`src/rtl/mesi_wp_pkg.sv`:
```
package mesi_wp_pkg;

  typedef enum logic [1:0] {
    ST_I = 2'd0,
    ST_S = 2'd1,
    ST_E = 2'd2,
    ST_M = 2'd3
  } line_st_t;

  typedef enum logic [1:0] {
    BUS_NONE  = 2'd0,
    BUS_FILL  = 2'd1,
    BUS_WRITE = 2'd2,
    BUS_READ  = 2'd3
  } bus_op_t;

  // State a freshly filled line takes: exclusive only when write-back is allowed.
  function automatic line_st_t fill_state(input logic pin, input logic page_wt);
    return (pin && !page_wt) ? ST_E : ST_S;
  endfunction

  // State after a written-through store hit.
  function automatic line_st_t through_state(input line_st_t cur, input logic pin,
                                             input logic page_wt);
    if (cur == ST_S) return fill_state(pin, page_wt);
    return cur;
  endfunction

endpackage

```
`src/rtl/mesi_wp_decide.sv`:
```
module mesi_wp_decide
  import mesi_wp_pkg::*;
(
  input  logic       valid,
  input  logic       is_write,
  input  logic       hit_raw,
  input  line_st_t   cur,
  input  logic       page_wt,
  input  logic       cacheable,
  input  logic       locked,
  input  logic       pin,
  input  logic       queue_full,
  output logic       ready,
  output bus_op_t    bus,
  output line_st_t   nxt,
  output logic       push,
  output logic       stall_ev,
  output logic       through_ev
);
  logic hit;
  logic through;
  assign hit     = hit_raw && (cur != ST_I);
  assign through = (cur == ST_S) || page_wt || locked;

  always_comb begin
    ready      = 1'b1;
    bus        = BUS_NONE;
    nxt        = cur;
    push       = 1'b0;
    stall_ev   = 1'b0;
    through_ev = 1'b0;
    if (valid) begin
      if (!is_write) begin
        if (hit) begin
          bus = locked ? BUS_READ : BUS_NONE;
        end else if (cacheable) begin
          bus = BUS_FILL;
          nxt = fill_state(pin, page_wt);
        end else begin
          bus = BUS_READ;
          nxt = ST_I;
        end
      end else if (hit) begin
        if (through) begin
          bus        = BUS_WRITE;
          nxt        = through_state(cur, pin, page_wt);
          through_ev = 1'b1;
        end else begin
          nxt = ST_M;
        end
      end else if (locked) begin
        bus = BUS_WRITE;
        nxt = ST_I;
      end else if (queue_full) begin
        ready    = 1'b0;
        stall_ev = 1'b1;
      end else begin
        push = 1'b1;
        nxt  = ST_I;
      end
    end
  end
endmodule

```
`src/rtl/mesi_wp_sbuf_cnt.sv`:
```
module mesi_wp_sbuf_cnt #(
  parameter int DEPTH = 2,
  localparam int LW = $clog2(DEPTH + 1)
) (
  input  logic          clk,
  input  logic          rst_n,
  input  logic          push,
  input  logic          drain,
  output logic [LW-1:0] level,
  output logic          full
);
  logic pop;
  assign pop  = drain && (level != '0);
  assign full = (level == LW'(DEPTH));

  always_ff @(posedge clk or negedge rst_n) begin
    if (!rst_n) level <= '0;
    else if (push && !pop) level <= level + 1'b1;
    else if (pop && !push) level <= level - 1'b1;
  end
endmodule

```
`src/rtl/mesi_wp_ctrl.sv`:
```
module mesi_wp_ctrl
  import mesi_wp_pkg::*;
#(
  parameter int SB_DEPTH = 2,
  localparam int LW = $clog2(SB_DEPTH + 1)
) (
  input  logic          clk,
  input  logic          rst_n,
  input  logic          acc_valid,
  input  logic          acc_write,
  input  logic          acc_hit,
  input  logic [1:0]    cur_state,
  input  logic          page_wt,
  input  logic          cacheable,
  input  logic          locked,
  input  logic          policy_pin,
  input  logic          sb_drain,
  output logic          acc_ready,
  output logic [1:0]    bus_req,
  output logic [1:0]    next_state,
  output logic          sb_push,
  output logic [LW-1:0] sb_level
);
  // Named internal events, observed by the bound checker.
  logic     queue_full;
  logic     stall_ev;
  logic     through_ev;
  bus_op_t  bus_op;
  line_st_t nxt_st;

  mesi_wp_decide u_decide (
    .valid      (acc_valid),
    .is_write   (acc_write),
    .hit_raw    (acc_hit),
    .cur        (line_st_t'(cur_state)),
    .page_wt    (page_wt),
    .cacheable  (cacheable),
    .locked     (locked),
    .pin        (policy_pin),
    .queue_full (queue_full),
    .ready      (acc_ready),
    .bus        (bus_op),
    .nxt        (nxt_st),
    .push       (sb_push),
    .stall_ev   (stall_ev),
    .through_ev (through_ev)
  );

  mesi_wp_sbuf_cnt #(.DEPTH(SB_DEPTH)) u_sbuf (
    .clk   (clk),
    .rst_n (rst_n),
    .push  (sb_push),
    .drain (sb_drain),
    .level (sb_level),
    .full  (queue_full)
  );

  assign bus_req    = bus_op;
  assign next_state = nxt_st;
endmodule

```
`config.mk`:
```
export PLATFORM = sky130hd
export DESIGN_NAME = mesi_wp_ctrl
export DESIGN_NICKNAME = d
export VERILOG_FILES = /design/src/rtl/mesi_wp_pkg.sv /design/src/rtl/mesi_wp_decide.sv /design/src/rtl/mesi_wp_sbuf_cnt.sv /design/src/rtl/mesi_wp_ctrl.sv
export SDC_FILE = /design/constraint.sdc
export NUM_CORES = 1
export LEC_CHECK = 0
export ABC_AREA = 1
export BUFFER_PORTS_ARGS = -buffer_cell sky130_fd_sc_hd__buf_2
export CELL_PAD_IN_SITES_DETAIL_PLACEMENT = 0
export CELL_PAD_IN_SITES_GLOBAL_PLACEMENT = 1
export CORE_AREA = 4 4 41 43
export DETAILED_ROUTE_END_ITERATION = 10
export DIE_AREA = 0 0 45 47
export HOLD_SLACK_MARGIN = 0.02
export PLACE_DENSITY_LB_ADDON = 0.1
export SKIP_CTS_REPAIR_TIMING = 1
export SKIP_LAST_GASP = 1
export SLEW_MARGIN = 10
export SYNTH_ARGS = -nofsm -noshare
export SYNTH_HDL_FRONTEND = slang
export SYNTH_SLANG_ARGS = --single-unit
```
`constraint.sdc`:
```
create_clock -name clk -period 3.55 [get_ports clk]
set_input_delay 1.065 -clock clk [delete_from_list [all_inputs] [get_ports clk]]
set_output_delay 1.065 -clock clk [all_outputs]
set_load 0.01 [all_outputs]
```
==> impl_metrics.json, run 1 <==
{
  "core_area_mm2": 0.00130,
  "clk_latency_ps": 230,
  "syn_avg_cell_area_um2": 5.30,
  "period_share_pct": 85.8,
  "layout_min_cycle_time_ps": 3050,
  "die_w_um": 45,
  "synth_edf_count": 0,
  "drv_cap": 0,
  "yosysUniqueCellTypes": 13,
  "ant_nets": 0,
  "grt_pass1_vias": 393,
  "hold_violations": 0,
  "finish.instance_area_um2": 454,
  "slew_headroom_pct": 80.3,
  "synth_async_sr_flop_share_pct": 100,
  "root_buffer": "clkbuf_4",
  "rrSetupSlack_ps": 2020,
  "ios": 20,
  "r2r_cells": 7,
  "fp-row-count": 13,
  "hold_path.class": "reg2reg",
  "status": "finished clean",
  "vias": 435,
  "yosysMostFrequentCell": "nand2_1",
  "finish.net_count": 97,
  "yosysWarnings": 0,
  "place_inst": 94,
  "start_util_pct": 24.4,
  "multi_input_comb_area_um2": 234,
  "wl_per_cell_um": 9.65,
  "fin_cells": 97,
  "dp_hpwl_um": 803,
  "synth_compound_area_share_pct": 10.6,
  "synthFlopType": "dfrtp_1",
  "syn_area_um2": 318,
  "antenna_found_initial": 0,
  "crit_path_top_delay_cell": "o21ai_2",
  "die_area_mm2": 0.00212,
  "grt_max_degree": 8,
  "yosys-top-cells-area": "nand2_1 24%, dfrtp_1 16%, nor2_1 14%",
  "h-tree-depth": 1,
  "n_antenna_cell": 0,
  "slowest_delay_ps": 280,
  "grt.total_usage_pct": 10.6,
  "max_freq_mhz": 328,
  "yosys-top-cells-count": "20 x nand2_1, 12 x nor2_1, 9 x inv_1",
  "slew_violations": 0,
  "p_clk_share_pct": 26.0,
  "register_area_um2": 50.0,
  "switching_share_pct": 40.2,
  "place_area_um2": 432,
  "clkSlewWorstSetupHoldPaths_ps": 30,
  "combPwrFrac_pct": 49.3,
  "fin_tns_setup_ps": 0,
  "cts_sinks": 2,
  "skew_ps": 4.08,
  "gp_congestion": 0.816,
  "fillers": 164,
  "end_kind": "output pin",
  "cts_buffer_depth": 2,
  "grt_pass1_wl_um": 1570,
  "worstSetupPathType": "in2out",
  "hp-start": "u_sbuf.level[0]",
  "rr_startpoint": "u_sbuf.level[0]",
  "rsz0062_at_grt": "false",
  "first_pass_iters": 3,
  "setup_viol": 0,
  "hold_depth": 1,
  "arrival_ps": 1980,
  "tightest_slew_ps": 296,
  "synth_top_area_cell": "nand2_1",
  "area_growth_pct": 42.9,
  "powerDensity_mw_per_mm2": 433,
  "top_regs": "u_sbuf.level x2",
  "cts_made_buffers": 3,
  "fin_util_pct": 34.9,
  "synthMuxAreaShare_pct": 0,
  "synth_xor_xnor_area_share_pct": 5.51,
  "crit_path_frequent_cell": "buf_2",
  "start_kind": "primary input",
  "grt.overflow.total": 0,
  "synth_top_family_by_area": "simple AND/OR/NAND/NOR gates",
  "cts_tree": "built",
  "p_sw_mw": 0.0790,
  "drt-initial-drc-count": 3,
  "portBuffers": 19,
  "hold_path_end": "u_sbuf.level[0]",
  "synthSimpleGateAreaFrac_pct": 53.5,
  "hold_slack_ps": 515,
  "largest_register_ffs": 2,
  "synth_seq_cells": 2,
  "crit_path_cell_trace": "buf_2 -> o21ai_2 -> nand2_1 -> nor3b_2 -> buf_2",
  "wirelength_um": 936,
  "rr_endpoint": "u_sbuf.level[1]",
  "crit_required_ps": 2480,
  "crit_fanout": 7,
  "drc": 0,
  "syn_nets": 73,
  "die_y_um": 47,
  "drive_above_1_share_pct": 29.3,
  "viasPerCell": 4.48,
  "p_leak_nw": 0.273,
  "vdd_ir_drop_max_uv": 137,
  "p_int_mw": 0.118,
  "synthCells": 60,
  "top_register": "u_sbuf.level",
  "synth_top_cell_area_share_pct": 23.6,
  "yosysSeqAreaShare_pct": 15.7,
  "p_seq_share_pct": 24.7,
  "yosys.area_share.adder_pct": 3.94
}
[how the worst max path moves through the flow]
stage | startpoint | endpoint | slack (ps)
5_1_grt | cur_state[0] | sb_push | 380
2_1_floorplan | cur_state[0] | sb_push | 830
3_3_place_gp | cur_state[0] | sb_push | 530
6_report | cur_state[0] | sb_push | 500
4_1_cts | cur_state[0] | sb_push | 520
3_5_place_dp | cur_state[0] | sb_push | 520
[metal layers]
metal | wire length (um) | vias up | part of all wire, % | track usage [%]
li1 | - | 233 | - | -
met1 | 420 | 192 | 45 | 11.5
met2 | 485 | 10 | 52 | 16.9
met5 | 0 | - | 0 | 0
met4 | 0 | 0 | 0 | 10.5
met3 | 30 | 0 | 3.2 | 2.30
[power by group through the flow]
| stage | logic (mW) | clock network (mW) | registers (mW) |
|---|---|---|---|
| after floorplan | 0.0564 | 0 | 0.0532 |
| after global placement | 0.0983 | 0 | 0.0495 |
| after detailed placement | 0.0983 | 0 | 0.0492 |
| after CTS | 0.0991 | 0.0542 | 0.0489 |
| after global routing | 0.111 | 0.0580 | 0.0515 |
| final | 0.0969 | 0.0511 | 0.0487 |
[through the flow]
step	setup WS (ps)	power [mW]
2_1_floorplan	827	0.110
6_report	504	0.197
5_1_grt	378	0.220
3_5_place_dp	523	0.147
3_3_place_gp	528	0.148
4_1_cts	523	0.202
[worst max-delay path: cells and delay by family]
kind / cells / cell delay [ps]
AO/OA/AOI/OAI: 1 / 280
buffers and inverters: 2 / 290
AND/OR/NAND/NOR: 2 / 340
[cell usage in the layout (no fill, tap or decap)]
cell,n
inv_1,9
nor2_1,12
xnor2_1,2
nand2_1,20
o21ai_0,3
nand3_1,4
a21oi_1,2
nor3_1,1
nand4_1,2
o21ai_2,1
clkbuf_4,3
dfrtp_1,2
buf_2,19
ha_1,1
nor3b_2,1
[area by class of cell]
cell class                 instances  share of cell area, %
clock buffer                       3                   4.96
inverter                           9                   7.44
multi-input combinational         49                   51.5
sequential                         2                   11.0
tap                               15                   4.13
timing repair buffer              19                   20.9
[cells by family after synthesis]
| logic type | count (synthesis) |
|---|---|
| flip-flops | 2 |
| adder cells (fa/ha/maj) | 1 |
| AO/OA/AOI/OAI | 6 |
| XOR/XNOR | 2 |
| buffers and inverters | 9 |
| AND/OR/NAND/NOR | 40 |
No activity file was read; power rests on OpenSTA's default activity.
==> run 2: changes to the inputs <==
--- a/config.mk
+++ b/config.mk
@@ -9,9 +9,9 @@
 export BUFFER_PORTS_ARGS = -buffer_cell sky130_fd_sc_hd__buf_2
 export CELL_PAD_IN_SITES_DETAIL_PLACEMENT = 0
 export CELL_PAD_IN_SITES_GLOBAL_PLACEMENT = 1
-export CORE_AREA = 4 4 41 43
+export CORE_MARGIN = 4
+export CORE_UTILIZATION = 23
 export DETAILED_ROUTE_END_ITERATION = 10
-export DIE_AREA = 0 0 45 47
 export HOLD_SLACK_MARGIN = 0.02
 export PLACE_DENSITY_LB_ADDON = 0.1
 export SKIP_CTS_REPAIR_TIMING = 1
@@ -19,4 +19,5 @@
 export SLEW_MARGIN = 10
 export SYNTH_ARGS = -nofsm -noshare
 export SYNTH_HDL_FRONTEND = slang
+export SYNTH_HIERARCHICAL = 1
 export SYNTH_SLANG_ARGS = --single-unit
==> constraint.sdc (replaced) <==
create_clock -name clk -period 2.7 [get_ports clk]
set_input_delay 0.81 -clock clk [delete_from_list [all_inputs] [get_ports clk]]
set_output_delay 0.81 -clock clk [all_outputs]
set_load 0.01 [all_outputs]
==> impl_metrics.json, run 2 <==
{
  "area_growth_pct": 35.7,
  "arrival_ps": 1660,
  "final_common_cell": "nand2_1",
  "grt_pass1_vias": 415,
  "powerDensity_mw_per_mm2": 518,
  "combPwrFrac_pct": 52.6,
  "cts_made_buffers": 3,
  "clkSlewWorstSetupHoldPaths_ps": 30,
  "register_area_um2": 50.0,
  "top_register": "u_sbuf/level",
  "root_buffer": "clkbuf_4",
  "grt.overflow.total": 0,
  "fin_total_pwr_mw": 0.271,
  "top_regs": "u_sbuf/level x2",
  "status": "finished clean",
  "slew_headroom_pct": 84.9,
  "switching_share_pct": 44.2,
  "cts_tree": "built",
  "final_cell_mix": "31 x nand2_1, 19 x buf_2, 15 x inv_1",
  "ant_nets": 0,
  "fin_tns_setup_ps": 0,
  "finish.instance_area_um2": 523,
  "tightest_slew_ps": 225,
  "skew_ps": 0.993,
  "max_freq_mhz": 405,
  "drt-initial-drc-count": 5,
  "grt.total_usage_pct": 8.57,
  "p_sw_mw": 0.120,
  "start_kind": "primary input",
  "crit_fanout": 7,
  "cts_buffer_depth": 2,
  "rrSetupSlack_ps": 1240,
  "synthCells": 76,
  "layout_min_cycle_time_ps": 2470,
  "dp_hpwl_um": 845,
  "first_pass_iters": 3,
  "fp-row-count": 14,
  "fillers": 189,
  "place_area_um2": 500,
  "drv_cap": 0,
  "die_area_mm2": 0.00239,
  "vias": 480,
  "crit_required_ps": 1890,
  "multi_input_comb_area_um2": 272,
  "r2r_cells": 9,
  "p_clk_share_pct": 23.8,
  "wl_per_cell_um": 8.75,
  "h-tree-depth": 1,
  "p_seq_share_pct": 23.6,
  "clk_latency_ps": 220,
  "drive_above_1_share_pct": 29.6,
  "p_int_mw": 0.151,
  "cts_sinks": 2,
  "core_area_mm2": 0.00154,
  "viasPerCell": 4.21,
  "grt_pass1_wl_um": 1740,
  "slew_violations": 0,
  "die_y_um": 48.9,
  "largest_register_ffs": 2,
  "hold_violations": 0,
  "rsz0062_at_grt": "false",
  "syn_avg_cell_area_um2": 5.07,
  "gp_congestion": 0.726,
  "syn_nets": 89,
  "grt_max_degree": 8,
  "rr_startpoint": "u_sbuf/level[1]",
  "hold_path.class": "in2async",
  "end_kind": "output pin",
  "place_ws_ps": 206,
  "period_share_pct": 91.4,
  "worstSetupPathType": "in2out",
  "start_util_pct": 25.0,
  "wirelength_um": 998,
  "setup_viol": 0,
  "yosysWarnings": 6,
  "die_w_um": 48.9,
  "finish.net_count": 113,
  "syn_area_um2": 385,
  "rr_endpoint": "u_sbuf/level[1]",
  "ios": 20,
  "p_leak_nw": 0.344,
  "drc": 0,
  "antenna_found_initial": 0,
  "n_antenna_cell": 0,
  "portBuffers": 19,
  "vdd_ir_drop_max_uv": 315,
  "setup_slack_ps": 232
}
## run 2: cell count changes in the layout (fill, tap and decap cells not counted), moves of 2 or more
cell and delta:
a21oi_1 -2, nand3_1 +2, nor2_1 -4, xnor2_1 -2, inv_1 +6, nand2_1 +11, o21ai_0 -2, inv_2 +2
## run 2: area by class of cell
type                    instances  area share, %
clock buffers                   3           4.31
inverters                      17           12.2
multi-input cells              57           51.9
flip-flops and latches          2           9.57
well taps                      16           3.83
repair buffers                 19           18.2
## run 2: worst max path at each step
stage	start	to	slack, ps	cells after the start
floorplan	cur_state[1]	sb_push	480	3
global placement	cur_state[1]	sb_push	220	5
detailed placement	cur_state[1]	sb_push	210	5
CTS	cur_state[1]	sb_push	210	5
global route	cur_state[1]	sb_push	150	5
finish	cur_state[1]	sb_push	230	5
## run 2: power groups by stage
stage | clock (mW) | combinational (mW) | sequential [mW]
detailed placement | 0 | 0.145 | 0.0646
CTS | 0.0688 | 0.145 | 0.0643
finish | 0.0646 | 0.143 | 0.0638
global placement | 0 | 0.147 | 0.0659
floorplan | 0 | 0.0871 | 0.0696
global route | 0.0724 | 0.165 | 0.0677
## run 2: critical path: stages
cell     delay (ps)
buf_2           150
o21ai_4         220
nand2_1         100
nor3_1          200
buf_2           180
## run 2: through the flow
stage,util (%),cells,hold slack (ps)
2_1_floorplan,-,76,514
3_3_place_gp,32.5,111,515
3_5_place_dp,32.5,111,513
4_1_cts,33.9,114,360
5_1_grt,33.9,114,354
6_report,33.9,114,369
## run 2: per-layer routing
layer  wire, um  track usage, %  vias to the layer above
li1           -               -                      274
met1        511            12.4                      196
met2        423            12.0                       10
met3         63            2.45                        0
met4          0            2.69                        0
met5          0               0                        -
